[src/rtl/eag_pkg.sv]
package eag_pkg;
  parameter int CYC_W = 4;

  typedef enum logic [1:0] {
    SEG_ES = 2'd0,
    SEG_CS = 2'd1,
    SEG_SS = 2'd2,
    SEG_DS = 2'd3
  } segId_e;

  typedef enum logic [1:0] {
    DISP_NONE = 2'd0,
    DISP_BYTE = 2'd1,
    DISP_WORD = 2'd2
  } dispKind_e;

  // Strobes from the decode control to the address datapath.
  typedef struct packed {
    logic             regDirect;
    logic [3:0]       addMask;   // bit0 BX, bit1 BP, bit2 SI, bit3 DI
    dispKind_e        dispKind;
    segId_e           seg;
    logic [CYC_W-1:0] cycles;
  } eagStrobes_t;
endpackage

[src/rtl/eag_ctrl.sv]
module eag_ctrl
  import eag_pkg::*;
(
  input  logic [1:0]  modField,
  input  logic [2:0]  rmField,
  input  logic        ovrValid,
  input  logic [1:0]  ovrSeg,
  output eagStrobes_t strobes
);
  localparam logic [3:0] M_BX = 4'b0001;
  localparam logic [3:0] M_BP = 4'b0010;
  localparam logic [3:0] M_SI = 4'b0100;
  localparam logic [3:0] M_DI = 4'b1000;

  logic       isReg;
  logic       isDirect;
  logic [3:0] mask;
  segId_e     defSeg;
  logic [CYC_W-1:0] baseCost;

  always_comb begin
    isReg    = (modField == 2'b11);
    isDirect = (modField == 2'b00) && (rmField == 3'd6);
    unique case (rmField)
      3'd0: mask = M_BX | M_SI;
      3'd1: mask = M_BX | M_DI;
      3'd2: mask = M_BP | M_SI;
      3'd3: mask = M_BP | M_DI;
      3'd4: mask = M_SI;
      3'd5: mask = M_DI;
      3'd6: mask = isDirect ? 4'b0000 : M_BP;
      default: mask = M_BX;
    endcase
    defSeg = mask[1] ? SEG_SS : SEG_DS;

    // Cost of the no-displacement form; displacement adds four except
    // for the single-register forms, which settle at nine.
    unique case (rmField)
      3'd0, 3'd3: baseCost = CYC_W'(7);
      3'd1, 3'd2: baseCost = CYC_W'(8);
      3'd6:       baseCost = CYC_W'(6);
      default:    baseCost = CYC_W'(5);
    endcase

    strobes = '0;
    if (!isReg) begin
      strobes.addMask = mask;
      if (modField == 2'b01)      strobes.dispKind = DISP_BYTE;
      else if (modField == 2'b10) strobes.dispKind = DISP_WORD;
      else if (isDirect)          strobes.dispKind = DISP_WORD;
      else                        strobes.dispKind = DISP_NONE;
      if (ovrValid && (defSeg == SEG_DS || defSeg == SEG_SS))
        strobes.seg = segId_e'(ovrSeg);
      else
        strobes.seg = defSeg;
      if (modField == 2'b00)
        strobes.cycles = baseCost;
      else if (rmField[2])
        strobes.cycles = CYC_W'(9);
      else
        strobes.cycles = baseCost + CYC_W'(4);
    end else begin
      strobes.regDirect = 1'b1;
      strobes.dispKind  = DISP_NONE;
      strobes.seg       = SEG_ES;
    end
  end
endmodule

[src/rtl/eag_datapath.sv]
module eag_datapath
  import eag_pkg::*;
#(
  parameter int OFS_W     = 16,
  parameter int ADDR_W    = 20,
  parameter int SEG_SHIFT = 4,
  parameter int NUM_BASE  = 4,
  parameter int NUM_SEG   = 4
) (
  input  logic                   clk,
  input  logic                   rst_n,
  input  logic                   inValid,
  input  eagStrobes_t            strobes,
  input  logic [OFS_W-1:0]       baseRegs [NUM_BASE],
  input  logic [7:0]             dispLo,
  input  logic [OFS_W-9:0]       dispHi,
  input  logic [OFS_W-1:0]       segRegs  [NUM_SEG],
  output logic                   outValid,
  output logic                   outRegDirect,
  output logic [OFS_W-1:0]       outOffset,
  output logic [1:0]             outSeg,
  output logic [ADDR_W-1:0]      outLinear,
  output logic [CYC_W-1:0]       outCycles
);
  localparam int EXT_W = OFS_W - 8;
  localparam int PAD_W = ADDR_W - OFS_W;

  logic [OFS_W-1:0]  terms [NUM_BASE];
  logic [OFS_W-1:0]  dispExt;
  logic [OFS_W-1:0]  offNext;
  logic [OFS_W-1:0]  segVal;
  logic [ADDR_W-1:0] segBase;
  logic [ADDR_W-1:0] linNext;

  for (genvar k = 0; k < NUM_BASE; k++) begin : g_term
    assign terms[k] = strobes.addMask[k] ? baseRegs[k] : '0;
  end

  always_comb begin
    unique case (strobes.dispKind)
      DISP_BYTE: dispExt = {{EXT_W{dispLo[7]}}, dispLo};
      DISP_WORD: dispExt = {dispHi, dispLo};
      default:   dispExt = '0;
    endcase
    offNext = dispExt;
    for (int k = 0; k < NUM_BASE; k++) offNext = offNext + terms[k];
    segVal  = segRegs[strobes.seg];
    segBase = {{PAD_W{1'b0}}, segVal} << SEG_SHIFT;
    linNext = segBase + {{PAD_W{1'b0}}, offNext};
    if (strobes.regDirect) begin
      offNext = '0;
      linNext = '0;
    end
  end

  always_ff @(posedge clk or negedge rst_n) begin
    if (!rst_n) begin
      outValid     <= 1'b0;
      outRegDirect <= 1'b0;
      outOffset    <= '0;
      outSeg       <= '0;
      outLinear    <= '0;
      outCycles    <= '0;
    end else begin
      outValid <= inValid;
      if (inValid) begin
        outRegDirect <= strobes.regDirect;
        outOffset    <= offNext;
        outSeg       <= strobes.seg;
        outLinear    <= linNext;
        outCycles    <= strobes.cycles;
      end
    end
  end
endmodule

[src/rtl/eag_top.sv]
module eag_top
  import eag_pkg::*;
#(
  parameter int OFS_W     = 16,
  parameter int ADDR_W    = 20,
  parameter int SEG_SHIFT = 4
) (
  input  logic              clk,
  input  logic              rst_n,
  input  logic              inValid,
  input  logic [7:0]        modRm,
  input  logic [OFS_W-1:0]  regBx,
  input  logic [OFS_W-1:0]  regBp,
  input  logic [OFS_W-1:0]  regSi,
  input  logic [OFS_W-1:0]  regDi,
  input  logic [7:0]        dispLo,
  input  logic [OFS_W-9:0]  dispHi,
  input  logic              ovrValid,
  input  logic [1:0]        ovrSeg,
  input  logic [OFS_W-1:0]  segEs,
  input  logic [OFS_W-1:0]  segCs,
  input  logic [OFS_W-1:0]  segSs,
  input  logic [OFS_W-1:0]  segDs,
  output logic              outValid,
  output logic              outRegDirect,
  output logic [OFS_W-1:0]  outOffset,
  output logic [1:0]        outSeg,
  output logic [ADDR_W-1:0] outLinear,
  output logic [CYC_W-1:0]  outCycles
);
  localparam int NUM_BASE = 4;
  localparam int NUM_SEG  = 4;

  eagStrobes_t      strobes;
  logic [OFS_W-1:0] baseRegs [NUM_BASE];
  logic [OFS_W-1:0] segRegs  [NUM_SEG];
  logic [2:0]       unusedRegBits;

  assign unusedRegBits = modRm[5:3];
  assign baseRegs[0] = regBx;
  assign baseRegs[1] = regBp;
  assign baseRegs[2] = regSi;
  assign baseRegs[3] = regDi;
  assign segRegs[SEG_ES] = segEs;
  assign segRegs[SEG_CS] = segCs;
  assign segRegs[SEG_SS] = segSs;
  assign segRegs[SEG_DS] = segDs;

  eag_ctrl u_ctrl (
    .modField (modRm[7:6]),
    .rmField  (modRm[2:0]),
    .ovrValid (ovrValid),
    .ovrSeg   (ovrSeg),
    .strobes  (strobes)
  );

  eag_datapath #(
    .OFS_W     (OFS_W),
    .ADDR_W    (ADDR_W),
    .SEG_SHIFT (SEG_SHIFT),
    .NUM_BASE  (NUM_BASE),
    .NUM_SEG   (NUM_SEG)
  ) u_dp (
    .clk          (clk),
    .rst_n        (rst_n),
    .inValid      (inValid),
    .strobes      (strobes),
    .baseRegs     (baseRegs),
    .dispLo       (dispLo),
    .dispHi       (dispHi),
    .segRegs      (segRegs),
    .outValid     (outValid),
    .outRegDirect (outRegDirect),
    .outOffset    (outOffset),
    .outSeg       (outSeg),
    .outLinear    (outLinear),
    .outCycles    (outCycles)
  );
endmodule

[config.mk]
export PLATFORM = sky130hd
export DESIGN_NAME = eag_top
export DESIGN_NICKNAME = d
export VERILOG_FILES = /design/src/rtl/eag_pkg.sv /design/src/rtl/eag_ctrl.sv /design/src/rtl/eag_datapath.sv /design/src/rtl/eag_top.sv
export SDC_FILE = /design/constraint.sdc
export NUM_CORES = 1
export LEC_CHECK = 0
export CORE_MARGIN = 2
export CORE_UTILIZATION = 45
export CTS_CLUSTER_SIZE = 40
export DETAILED_ROUTE_END_ITERATION = 16
export DONT_BUFFER_PORTS = 1
export PLACE_DENSITY = 0.62
export SLEW_MARGIN = 20
export SYNTH_ARGS = -nofsm -noshare
export SYNTH_HDL_FRONTEND = slang
export SYNTH_SLANG_ARGS = --single-unit
[constraint.sdc]
create_clock -name clk -period 1.4 [get_ports clk]
set_input_delay 0.21 -clock clk [delete_from_list [all_inputs] [get_ports clk]]
set_output_delay 0.21 -clock clk [all_outputs]
set_load 0.02 [all_outputs]
==> results.json <==
{
  "drtIter0Drc": 212,
  "syn_avg_cell_area_um2": 8.594,
  "max_freq_ghz": 0.1968,
  "cp-end-kind": "flip-flop",
  "holdPathEnd": "u_dp.outCycles[2]",
  "top_level_ports": 202,
  "htreeDepth": 2,
  "drv_cap": 0,
  "place_congestion": 0.8224,
  "crit_path_frequent_cell": "fa_1",
  "rr_worst_depth": 1,
  "die_w_um": 107.7,
  "detail-route-antenna-nets": 0,
  "required_ns": 1.59,
  "cp_top_family": "compound AO/OA/AOI/OAI gates",
  "firstDrtPassIters": 4,
  "ys_seq_area_frac": 0.2069,
  "tightest_slew_ns": 0.5386,
  "critPathSlowestCell": "fa_1",
  "numPortBuffers": 0,
  "clock_path_buffers": 2,
  "die_area_um2": 11600,
  "drcViolationCount": 0,
  "die_y_um": 107.7,
  "synth_cell_type_count": 52,
  "post_drt_wl_per_cell_um": 17.58,
  "slew_viol_final": 0,
  "synth-simple-area-share": 0.1921,
  "initial_utilization": 0.4666,
  "setup_ws_ns": -3.682,
  "total_power_mw": 11.55,
  "root_buffer": "clkbuf_8",
  "synth_mux_area_frac": 0.02405,
  "cp_max_fo": 6,
  "violations": "setup timing",
  "setup_viol": 32,
  "grt_pass1_vias": 4411,
  "synth-seq-cells": 40,
  "yosysWarningCount": 0,
  "synth_xor_area_frac": 0.05793,
  "grt_pass1_wl_mm": 20.96,
  "synth_top_cell_area_share": 0.2069,
  "worst-path-buf-inv": 2,
  "cts_buffers": 5,
  "grt_max_degree": 41,
  "cts.sinks": 40,
  "numPlacedInstances": 768,
  "viasPerCell": 5.526,
  "synth_common_cells": "nand2_1 (89), inv_1 (60), and2_1 (47), fa_1 (45), dfrtp_1 (40)",
  "layout.cells.non_filler": 789,
  "worstReg2RegStart": "u_dp.outLinear[3]",
  "start_kind": "input pin",
  "hold_ws_ns": 0.05219,
  "syn_inst": 563,
  "leakage_nw": 3.138,
  "finalClockSkew_ns": 0,
  "rsz0062_at_grt": "true",
  "core_um2": 10370,
  "synth_top_family_by_area": "adder cells",
  "grt.overflow.total": 0,
  "yosys.area_share.adder": 0.2609,
  "cts_tree": "yes",
  "num_antenna_cells": 0,
  "dr_total_vias": 4360,
  "r2r-end": "u_dp.outLinear[3]",
  "row_count": 37,
  "postPlaceCellArea_um2": 5797,
  "synth_top_cell_by_area": "dfrtp_1",
  "crit_arrival_ns": 5.27,
  "synth_top_flop_cell": "dfrtp_1",
  "fin_area_um2": 6528,
  "synth_fp_nets": 794,
  "synth_top_cells_by_area": "dfrtp_1 (21%), fa_1 (19%), ha_1 (7.2%)",
  "finalHoldViolCount": 0,
  "totalWireLength_mm": 13.87,
  "path_class": "input pin to flip-flop",
  "p_per_area_nw_per_um2": 1770,
  "drive_above_1_share": 0.3262,
  "synth_most_common_cell": "nand2_1",
  "min_path_cells": 2,
  "status": "finished, violations left",
  "grt_util_all_layers": 0.2294,
  "synth-edff-count": 0,
  "syn2layout_area_growth_pct": 34.91,
  "worstHoldStart": "inValid",
  "hpwl_mm": 11.22,
  "fin_crit_sh": 3.630,
  "cpPeakStageDelay_ns": 0.49,
  "synth_area_um2": 4838,
  "vdd_drop_max_mv": 0.8304,
  "hold_path.class": "input pin to flip-flop",
  "path_cells": "nand3b_1 > a21oi_4 > and2_4 > fa_1 > fa_1 > inv_1 > fa_1 > inv_2 > ha_4 > a21o_1 > a21oi_2 > nand2_2 > a221o_1 > a311o_1 > xor2_2 > ha_4 > a21o_1 > a21oi_2 > o21bai_1 > a221o_1 > nand2_1 > xnor2_1 > a22o_1",
  "reg2reg_slack_ns": 0.44,
  "fin_nets": 883,
  "clkTransAtPathRegs_ns": 0.09,
  "antenna_found_initial": 0,
  "min_period_ns": 5.082,
  "timing.slew.headroom": 0.6409,
  "synth_compound_area_frac": 0.1821,
  "insertion_delay_ns": 0.31,
  "synthArstFlopShare": 1.000
}
per-layer routing:
layer  up-vias  wire length [um]  global-route usage
li1       2065                 -                   -
met1      2102              5585              0.2698
met2       178              7275              0.4403
met3        15               814             0.03208
met4         0               193             0.04670
met5         -                 0                   0
layout make-up:
| class | instances | area [um^2] |
|---|---|---|
| Inverter | 63 | 236.5 |
| Fill cell | 893 | 3842 |
| Timing Repair Buffer | 111 | 948.4 |
| Tap cell | 136 | 170.2 |
| Multi-Input combinational cell | 431 | 4064 |
| Sequential cell | 40 | 1001 |
| Clock buffer | 6 | 72.57 |
| Clock inverter | 2 | 35.03 |
registers in the layout, indices dropped and copies added (netlist names):
| signal | flops |
|---|---|
| u_dp.outOffset | 12 |
| u_dp.outValid | 1 |
| u_dp.outLinear | 20 |
| u_dp.outSeg | 2 |
| u_dp.outRegDirect | 1 |
| u_dp.outCycles | 4 |
metrics by stage:
stage	utilization	TNS [ns]	worst slack, ns
floorplan	-	-88.22	-3.927
global placement	0.5590	-95.01	-3.987
detailed placement	0.5590	-97.17	-4.097
CTS	0.5905	-85.65	-3.688
global route	0.6295	-89.98	-3.910
finish	0.6295	-84.65	-3.682
power by group:
| part | internal, mW | switching [mW] |
|---|---|---|
| clock | 0.529 | 0.426 |
| combinational | 4.40 | 3.71 |
| sequential | 1.56 | 0.931 |
| total | 6.49 | 5.06 |
how the worst max path moves through the flow:
stage / startpoint / endpoint / slack (ns) / cells past startpoint
after floorplan: modRm[7] / u_dp.outLinear[19] / -3.93 / 25
after global placement: modRm[0] / u_dp.outLinear[19] / -3.99 / 23
after detailed placement: modRm[0] / u_dp.outLinear[19] / -4.10 / 23
after CTS: modRm[0] / u_dp.outLinear[19] / -3.69 / 23
after global routing: modRm[0] / u_dp.outLinear[19] / -3.91 / 23
final: modRm[0] / u_dp.outLinear[17] / -3.68 / 23
cell families (layout without fill, tap and decap cells):
logic type	count (synthesis)	count (layout)
xor gates and xnor gates	32	32
DFF	40	40
adders and majority gates	74	74
and+or+nand+nor	192	192
muxes	10	10
buffers and inverters	92	182
AOI/OAI and AO/OA	123	123
cells in the final DEF (no fill, tap or decap), types with 16 or more instances in the layout:
master	count
a22o_1	30
a31oi_1	16
and2_1	42
dfrtp_1	40
buf_6	16
inv_1	55
buf_4	89
nand2_1	81
fa_1	43
timing repair:
action                                  CTS  global route
endpoints found under the hold margin    44             0
hold buffers                              3             0
setup buffers                             4             9
endpoints found under the setup margin   32            32
gates resized for setup                  26            72
pin swaps                                12            44
No activity file was read; power rests on OpenSTA's default activity.
